$ cat src/rtl/bitproc_pkg.sv
`timescale 1ns/1ps
package bitproc_pkg;

    localparam int BIT_IDX_W = 3;
    localparam int CNT_W     = 3;
    localparam int MAX_STATES = 6;

    // base state counts per class / form / mode
    localparam int ST_CARRY      = 1;
    localparam int ST_WR_SHORT   = 2;
    localparam int ST_WR_LONG_B  = 4;
    localparam int ST_WR_LONG_S  = 3;
    localparam int ST_RD_SHORT   = 1;
    localparam int ST_RD_LONG_B  = 3;
    localparam int ST_RD_LONG_S  = 2;
    localparam int ST_WR_PORT_EX = 2;
    localparam int ST_RD_PORT_EX = 1;

    typedef logic [CNT_W-1:0] bp_cnt_t;

    typedef enum logic [2:0] {
        OP_CLR  = 3'd0,
        OP_SET  = 3'd1,
        OP_CPL  = 3'd2,
        OP_AND  = 3'd3,
        OP_ANDN = 3'd4,
        OP_OR   = 3'd5,
        OP_ORN  = 3'd6,
        OP_MOV  = 3'd7
    } bp_op_e;

    typedef enum logic [1:0] {
        CLS_CARRY = 2'd0,
        CLS_WRITE = 2'd1,
        CLS_READ  = 2'd2
    } bp_cls_e;

    typedef struct packed {
        bp_op_e op;
        logic   to_bit;
        logic   long_f;
        logic   src_m;
    } bp_req_t;

    function automatic bp_cls_e bp_classify(bp_op_e op, logic to_bit);
        bp_cls_e c;
        case (op)
            OP_CLR, OP_SET, OP_CPL: c = to_bit ? CLS_WRITE : CLS_CARRY;
            OP_MOV:                 c = to_bit ? CLS_WRITE : CLS_READ;
            default:                c = CLS_READ;
        endcase
        return c;
    endfunction

    function automatic bp_cnt_t bp_states(bp_cls_e cls, logic long_f,
                                          logic src_m, logic in_port);
        int n;
        case (cls)
            CLS_WRITE: begin
                n = long_f ? (src_m ? ST_WR_LONG_S : ST_WR_LONG_B) : ST_WR_SHORT;
                if (in_port) n = n + ST_WR_PORT_EX;
            end
            CLS_READ: begin
                n = long_f ? (src_m ? ST_RD_LONG_S : ST_RD_LONG_B) : ST_RD_SHORT;
                if (in_port) n = n + ST_RD_PORT_EX;
            end
            default: n = ST_CARRY;
        endcase
        return bp_cnt_t'(n);
    endfunction

endpackage

$ cat src/rtl/bp_timing.sv
`timescale 1ns/1ps
module bp_timing
    import bitproc_pkg::*;
#(
    parameter int BYTE_AW   = 5,
    parameter int PORT_BASE = 0,
    parameter int NUM_PORTS = 4
) (
    input  bp_op_e             op,
    input  logic               to_bit,
    input  logic               long_f,
    input  logic               src_m,
    input  logic [BYTE_AW-1:0] byte_addr,
    output bp_cls_e            cls,
    output bp_cnt_t            n_states
);
    logic [BYTE_AW-1:0] port_off;
    logic               in_port;

    always_comb begin
        port_off = byte_addr - BYTE_AW'(PORT_BASE);
        in_port  = (port_off < BYTE_AW'(NUM_PORTS));
        cls      = bp_classify(op, to_bit);
        n_states = bp_states(cls, long_f, src_m, in_port);
    end
endmodule

$ cat src/rtl/bp_alu.sv
`timescale 1ns/1ps
module bp_alu
    import bitproc_pkg::*;
(
    input  bp_op_e               op,
    input  logic                 to_bit,
    input  logic                 carry_in,
    input  logic [7:0]           byte_in,
    input  logic [BIT_IDX_W-1:0] bit_idx,
    output logic                 carry_out,
    output logic [7:0]           byte_out,
    output logic                 byte_we
);
    logic bit_v;

    always_comb begin
        bit_v     = byte_in[bit_idx];
        carry_out = carry_in;
        byte_out  = byte_in;
        byte_we   = 1'b0;
        case (op)
            OP_CLR: if (to_bit) begin byte_out[bit_idx] = 1'b0; byte_we = 1'b1; end
                    else carry_out = 1'b0;
            OP_SET: if (to_bit) begin byte_out[bit_idx] = 1'b1; byte_we = 1'b1; end
                    else carry_out = 1'b1;
            OP_CPL: if (to_bit) begin byte_out[bit_idx] = ~bit_v; byte_we = 1'b1; end
                    else carry_out = ~carry_in;
            OP_AND:  carry_out = carry_in & bit_v;
            OP_ANDN: carry_out = carry_in & ~bit_v;
            OP_OR:   carry_out = carry_in | bit_v;
            OP_ORN:  carry_out = carry_in | ~bit_v;
            OP_MOV: if (to_bit) begin byte_out[bit_idx] = carry_in; byte_we = 1'b1; end
                    else carry_out = bit_v;
            default: ;
        endcase
    end
endmodule

$ cat src/rtl/bp_bytes.sv
`timescale 1ns/1ps
module bp_bytes #(
    parameter int BYTE_AW = 5
) (
    input  logic               clk,
    input  logic               rst,
    input  logic               we,
    input  logic [BYTE_AW-1:0] waddr,
    input  logic [7:0]         wdata,
    input  logic [BYTE_AW-1:0] raddr_a,
    output logic [7:0]         rdata_a,
    input  logic [BYTE_AW-1:0] raddr_b,
    output logic [7:0]         rdata_b
);
    localparam int DEPTH = 2 ** BYTE_AW;

    logic [7:0] mem [DEPTH];

    always_ff @(posedge clk) begin
        if (rst) begin
            for (int i = 0; i < DEPTH; i++) mem[i] <= 8'h00;
        end else if (we) begin
            mem[waddr] <= wdata;
        end
    end

    assign rdata_a = mem[raddr_a];
    assign rdata_b = mem[raddr_b];
endmodule

$ cat src/rtl/bp_exec.sv
`timescale 1ns/1ps
module bp_exec
    import bitproc_pkg::*;
#(
    parameter int ADDR_W    = 8,
    parameter int PORT_BASE = 0,
    parameter int NUM_PORTS = 4
) (
    input  logic                        clk,
    input  logic                        rst,
    input  logic                        start,
    input  logic [2:0]                  op,
    input  logic                        to_bit,
    input  logic                        long_form,
    input  logic                        src_mode,
    input  logic [ADDR_W-1:0]           bit_addr,
    input  logic                        ld_en,
    input  logic [ADDR_W-BIT_IDX_W-1:0] ld_addr,
    input  logic [7:0]                  ld_data,
    input  logic [ADDR_W-BIT_IDX_W-1:0] peek_addr,
    output logic [7:0]                  peek_data,
    output logic                        busy,
    output logic                        done,
    output logic                        carry
);
    localparam int BYTE_AW = ADDR_W - BIT_IDX_W;

    bp_req_t             req_q;
    logic [ADDR_W-1:0]   addr_q;
    bp_cnt_t             cnt_q;
    bp_cnt_t             total_q;
    logic                busy_q;
    logic                carry_q;

    bp_cls_e             cls_in;
    bp_cnt_t             n_in;
    logic [7:0]          byte_rd;
    logic                carry_nxt;
    logic [7:0]          byte_nxt;
    logic                alu_we;
    logic                done_w;

    logic                mem_we;
    logic [BYTE_AW-1:0]  mem_waddr;
    logic [7:0]          mem_wdata;

    bp_timing #(
        .BYTE_AW  (BYTE_AW),
        .PORT_BASE(PORT_BASE),
        .NUM_PORTS(NUM_PORTS)
    ) u_timing (
        .op       (bp_op_e'(op)),
        .to_bit   (to_bit),
        .long_f   (long_form),
        .src_m    (src_mode),
        .byte_addr(bit_addr[ADDR_W-1:BIT_IDX_W]),
        .cls      (cls_in),
        .n_states (n_in)
    );

    bp_alu u_alu (
        .op       (req_q.op),
        .to_bit   (req_q.to_bit),
        .carry_in (carry_q),
        .byte_in  (byte_rd),
        .bit_idx  (addr_q[BIT_IDX_W-1:0]),
        .carry_out(carry_nxt),
        .byte_out (byte_nxt),
        .byte_we  (alu_we)
    );

    assign done_w = busy_q && (cnt_q == total_q);

    always_comb begin
        mem_we    = 1'b0;
        mem_waddr = ld_addr;
        mem_wdata = ld_data;
        if (done_w && alu_we) begin
            mem_we    = 1'b1;
            mem_waddr = addr_q[ADDR_W-1:BIT_IDX_W];
            mem_wdata = byte_nxt;
        end else if (!busy_q && ld_en) begin
            mem_we    = 1'b1;
        end
    end

    bp_bytes #(.BYTE_AW(BYTE_AW)) u_bytes (
        .clk    (clk),
        .rst    (rst),
        .we     (mem_we),
        .waddr  (mem_waddr),
        .wdata  (mem_wdata),
        .raddr_a(addr_q[ADDR_W-1:BIT_IDX_W]),
        .rdata_a(byte_rd),
        .raddr_b(peek_addr),
        .rdata_b(peek_data)
    );

    always_ff @(posedge clk) begin
        if (rst) begin
            req_q   <= '{op: OP_CLR, to_bit: 1'b0, long_f: 1'b0, src_m: 1'b0};
            addr_q  <= '0;
            cnt_q   <= '0;
            total_q <= '0;
            busy_q  <= 1'b0;
            carry_q <= 1'b0;
        end else if (!busy_q) begin
            if (start) begin
                req_q   <= '{op: bp_op_e'(op), to_bit: to_bit,
                             long_f: long_form, src_m: src_mode};
                addr_q  <= bit_addr;
                total_q <= n_in;
                cnt_q   <= bp_cnt_t'(1);
                busy_q  <= 1'b1;
            end
        end else if (done_w) begin
            busy_q  <= 1'b0;
            cnt_q   <= '0;
            carry_q <= carry_nxt;
        end else begin
            cnt_q   <= cnt_q + bp_cnt_t'(1);
        end
    end

    assign busy  = busy_q;
    assign done  = done_w;
    assign carry = carry_q;

    logic unused_cls;
    assign unused_cls = ^cls_in;
endmodule

$ cat config.mk
export PLATFORM = sky130hd
export DESIGN_NAME = bp_exec
export DESIGN_NICKNAME = d
export VERILOG_FILES = /design/src/rtl/bitproc_pkg.sv /design/src/rtl/bp_timing.sv /design/src/rtl/bp_alu.sv /design/src/rtl/bp_bytes.sv /design/src/rtl/bp_exec.sv
export SDC_FILE = /design/constraint.sdc
export NUM_CORES = 1
export LEC_CHECK = 0
export ABC_AREA = 0
export BUFFER_PORTS_ARGS = -buffer_cell sky130_fd_sc_hd__buf_2
export CAP_MARGIN = 20
export CORE_MARGIN = 3
export CORE_UTILIZATION = 35
export DETAILED_ROUTE_END_ITERATION = 10
export PLACE_DENSITY = 0.52
export SLEW_MARGIN = 20
export SYNTH_ARGS = -nofsm -noshare
export SYNTH_HDL_FRONTEND = slang
export SYNTH_SLANG_ARGS = --single-unit
$ cat constraint.sdc
create_clock -name clk -period 5.6 [get_ports clk]
set_input_delay 0.84 -clock clk [delete_from_list [all_inputs] [get_ports clk]]
set_output_delay 0.84 -clock clk [all_outputs]
set_load 0.02 [all_outputs]
# After elaboration in Yosys (flattened, before gate mapping)
# Memories as Yosys holds them, arrays and structs flattened. A register that Yosys moved wholly into a read port is not among the register bits.
# Index checks and enable logic that the tools add are counted.
[classes]
add_sub_neg = 3
magnitude_cmp = 3
eq_ne = 17
mux = 48
bitwise = 10
n_reduce_logical = 13
[op_table]
columns = ["operator", "n"]
rows = [
  ["$mux W8", 6],
  ["$pmux W8 S4", 1],
  ["$mux W3", 8],
  ["$mux W1", 21],
  ["$mux W5", 4],
  ["$bwmux W8", 2],
  ["$eq A3 B3 Y1 const B", 5],
  ["$eq A3 B2 Y1 const B", 3],
  ["$and A8 B8 Y8", 1],
  ["$ne A2 B2 Y1 const B", 4],
  ["$not A8 Y8", 1],
  ["$or A8 B8 Y8", 1],
  ["$pmux W1 S8", 1],
  ["$reduce_or A8 Y1", 1],
  ["$eq A3 B1 Y1 const B", 2],
  ["$logic_not A3 Y1", 2],
  ["$pmux W3 S2", 1],
  ["$reduce_and A6 Y1", 1],
  ["$lt A5 B3 Y1 const B", 1],
  ["$logic_and A1 B1 Y1", 4],
  ["$lt A3 B4 Y1 const B", 1],
  ["$pmux W2 S2", 1],
  ["$reduce_or A4 Y1", 1],
  ["$add A3 B1 Y3 const B", 1],
  ["other kinds (16)", 20],
]
[word_totals]
ff_bits = 20
ram_bits = 256
in_bits = 36
elab_cells = 102
mem_count = 1
[memory_table]
columns = ["memory", "words", "width", "rd", "rd_clocked_by_memory_dff", "wr", "line_no", "source"]
rows = [
  ["u_bytes.mem", 32, 8, 2, 1, 32, "bp_bytes.sv:17", "logic [7:0] mem [DEPTH];"],
]

# Longest topological paths before layout
[depth]
word_depth = 10
mapped_depth = 13

# Modules after synthesis
# Synthesis repeated with hierarchy kept, for this count alone.
[hier_totals]
cells_unflattened = 1035
area_unflattened_um2 = 15398.5
[by_module_without_submodules]
columns = ["mod", "n_inst", "cells_each", "area_each_um2", "seq_area_each_um2"]
rows = [
  ["bp_bytes", 1, 832, 13812.0, 7687.4],
  ["bp_exec", 1, 114, 980.9, 400.4],
  ["bp_alu", 1, 65, 434.2, 0.0],
  ["bp_timing", 1, 24, 171.4, 0.0],
]

# Worst setup path before layout
# Ideal clock, no wire load.
[synth_timing]
path_type = "in2out"
start = "in peek_addr[0]"
end = "out peek_data[0]"
arrival_ns = 3.094
required_time_ns = 4.760
setup_slack_ns = 1.666
stages = 5
path_buffers = 2
cell_sequence = "clkbuf_1 -> buf_1 -> mux4_2 -> mux4_2 -> mux2_2"
[synth_via]
elab_chain_cells = 1
[synth_lines]
columns = ["item", "line_no", "source"]
rows = [
  ["start: declaration", "bp_exec.sv:20", "input logic [ADDR_W-BIT_IDX_W-1:0] peek_addr,"],
  ["$mem_v2 Z32 W8", "-", ""],
  ["end: declaration", "bp_exec.sv:21", "output logic [7:0] peek_data,"],
]
# Every way passes these cells.

==> metrics.yaml <==
status:
  outcome: "completed"
worst_setup_path:
  timing.rr.end: "u_bytes.mem[0][1]$_SDFFCE_PN0P_"
  worstPathRequired_ns: 5.92
  rrSetupSlack_ns: 1.02
  cp-end-kind: "register"
  path_class: "reg2reg"
  cp-start-kind: "register"
  critical_path.max_fanout: 32
  reg2reg_depth: 12
  worstPathArrival_ns: 4.90
layout:
  syn2layout_area_growth_pct: 14.0
  fin_nets: 1231
  final_area_um2: 17100
  drive_gt1_frac: 0.228
  fillers: 3916
floorplan:
  ioPinCount: 47
  dieArea_um2: 45400
  die_w_um: 213
  row_count: 75
  core_um2: 42100
  die_y_um: 213
  start_util: 0.356
sta:
  grt_setup_unrepaired: "false"
  fin_tns_setup_ns: 0
  slew_headroom: 0.225
  setup-violations-final: 0
  hold_violations: 0
  drv_slew: 0
  fin_ws_ns: 1.02
  max_freq_mhz: 218
  fin_crit_ns: 4.58
  fin_crit_sh: 0.819
  worst_slew_pin_slew_ns: 1.15
  fin_skew_ns: 0.0339
logic_synthesis:
  netlist_area_um2: 15000
  synth.avg_cell_area_um2: 12.8
  synth.distinct_cells: 48
  synth-compound-area-share: 0.0552
  synth_flop_cell: "edfxtp_1"
  synth_top_family_by_area: "multiplexers"
  ys.warnings.count: 0
  ys_ff_latch: 281
  synth_xor_area_frac: 0.00234
  async_flop_share: 0
  muxShareOfSynthArea: 0.232
  synth-adder-area-share: 0.00250
  yosysSeqAreaShare: 0.546
  synth-simple-area-share: 0.134
  yosysMostFrequentCell: "edfxtp_1"
  synth_edf_count: 256
  synth_largest_area_cell: "edfxtp_1"
  synth_commonest_cells: "256 x edfxtp_1, 221 x nor2_1, 120 x mux4_2"
  synth.net_count: 1211
  synthTopCellsByArea: "edfxtp_1 51%, mux4_2 18%, nor2_1 5.5%, mux2i_1 4.4%, dfxtp_1 3.3%"
  synth.top_cell.area_share: 0.513
  syn_inst: 1172
run:
  cap_viol_max_count: 0
global_route:
  overflow: 0
  grt_pass1_wl_um: 69000
  grt_antenna_before_repair: 3
  grt_pass1_vias: 10378
  grt_max_degree: 40
  grtUsageTotal: 0.208
clock_network:
  ctsHtreeMaxLevel: 1
  path_clk_slew_ns: 0.06
  postCtsHoldBufs: 0
  root_buffer: "clkbuf_16"
  cts_buffers: 31
  cts.sinks: 281
  ctsResizeCount: 0
  clk_path_buf_depth: 3
  tritoncts: "yes"
  worst_skew_pair.late_latency_ns: 0.59
  cts_setup_buffers: 0
place:
  globalplace.congestion: 0.865
  pre_cts_ws_ns: 1.12
  port_buffers: 46
  placed_cell_area_um2: 16000
  dp_hpwl_um: 32200
routing:
  dr.pass1.iters: 5
  ant_nets: 0
  post_drt_wl_per_cell_um: 26.6
  routed_wl_um: 46800
  vias: 10372
  avgViaCountPerCell: 5.90
  dr.first_iter.drc_count: 859
  post-route-drc-count: 0
worst_hold_path:
  min_to: "addr_q[6]$_SDFFE_PP0P_"
  hp-class: "reg2reg"
  whs_path_depth: 2
  hold_start: "addr_q[6]$_SDFFE_PP0P_"
pwr:
  p_leak_nw: 5.79
  powerDensity_nw_per_um2: 313
  p_total_mw: 5.34
  peakVddDrop_mv: 0.270
==> worst max path at each step <==
stage / from / end / slack [ns] / cells after the start
final: register / u_bytes.mem[0][1]$_SDFFCE_PN0P_ / 1.02 / 12
after global routing: register / u_bytes.mem[28][1]$_SDFFCE_PN0P_ / 0.94 / 12
after CTS: register / u_bytes.mem[9][1]$_SDFFCE_PN0P_ / 1.11 / 12
after detailed placement: register / u_bytes.mem[17][1]$_SDFFCE_PN0P_ / 1.12 / 12
after global placement: register / u_bytes.mem[26][1]$_SDFFCE_PN0P_ / 1.15 / 12
after floorplan: peek_addr[0] / peek_data[0] / 1.67 / 5
==> registers in the layout, indices dropped and copies added (netlist names), named ones only <==
signal,flops
cnt_q,3
carry,1
total_q,3
u_bytes.mem,256
busy,1
addr_q,8
req_q,4
==> cells in the final DEF, fill, tap and decap left out, types with 4 or more instances in the layout <==
master and count:
buf_4 34, buf_2 45, nand2b_1 36, mux4_2 120, a21oi_1 45, nor3_1 75
nand3_1 10, clkinv_1 6, nor2b_1 13, dfxtp_1 24, a31oi_1 10, inv_1 11
mux2_2 10, a221oi_4 4, bufinv_16 6, nor3b_1 4, nand2_1 76, a22oi_1 33
mux2i_1 66, edfxtp_1 256, clkbuf_16 31, o21ai_0 8, and2_1 4, clkinvlp_4 6
nor2_1 221
==> layer usage <==
metal,wire [um],vias to the layer above,GRT usage
met1,20200,5381,0.291
li1,-,4537,-
met3,2860,88,0.0292
met2,22100,366,0.333
met5,0,-,0
met4,1640,0,0.0723
==> power breakdown <==
group	internal, mW	switching [mW]	leakage (nW)
logic	0.274	0.443	2.42
clock network	1.30	0.893	0.517
registers	2.37	0.0679	2.85
==> critical path, stage by stage (launching register included) <==
cell and delay, ns:
dfxtp_4 0.59, buf_4 0.34, buf_4 0.33, mux2i_1 0.12, a22oi_1 0.32, a21oi_1 0.16
nor4_1 0.94, a22o_1 0.31, a2111oi_4 0.08, buf_4 0.25, a221oi_4 0.25, buf_4 0.44
nor3_1 0.11
==> cell families (layout without fill, tap and decap cells) <==
kind of cell	Yosys count	after routing
simple gates	456	456
mux	196	196
flops	281	281
xor+xnor	4	4
fa+ha+maj	3	3
compound gates	127	127
buf+inv	105	150
other cells	0	2
==> final cells by class <==
cell class | instances | area (um2) | area share
Sequential cell | 281 | 8190 | 0.479
Multi-Input combinational cell | 786 | 6550 | 0.384
Clock buffer | 31 | 776 | 0.0454
Tap cell | 539 | 674 | 0.0395
Timing Repair Buffer | 81 | 520 | 0.0305
Clock inverter | 27 | 323 | 0.0189
Inverter | 11 | 41.3 | 0.00242
Antenna cell | 2 | 5.00 | 0.000293
==> through the flow <==
stage,util,hold slack (ns),cells
floorplan,-,0.450,1172
global placement,0.379,0.465,1697
detailed placement,0.379,0.482,1697
CTS,0.405,0.490,1755
global route,0.405,0.531,1756
finish,0.405,0.484,1758
(Power assumes the default switching activity.)
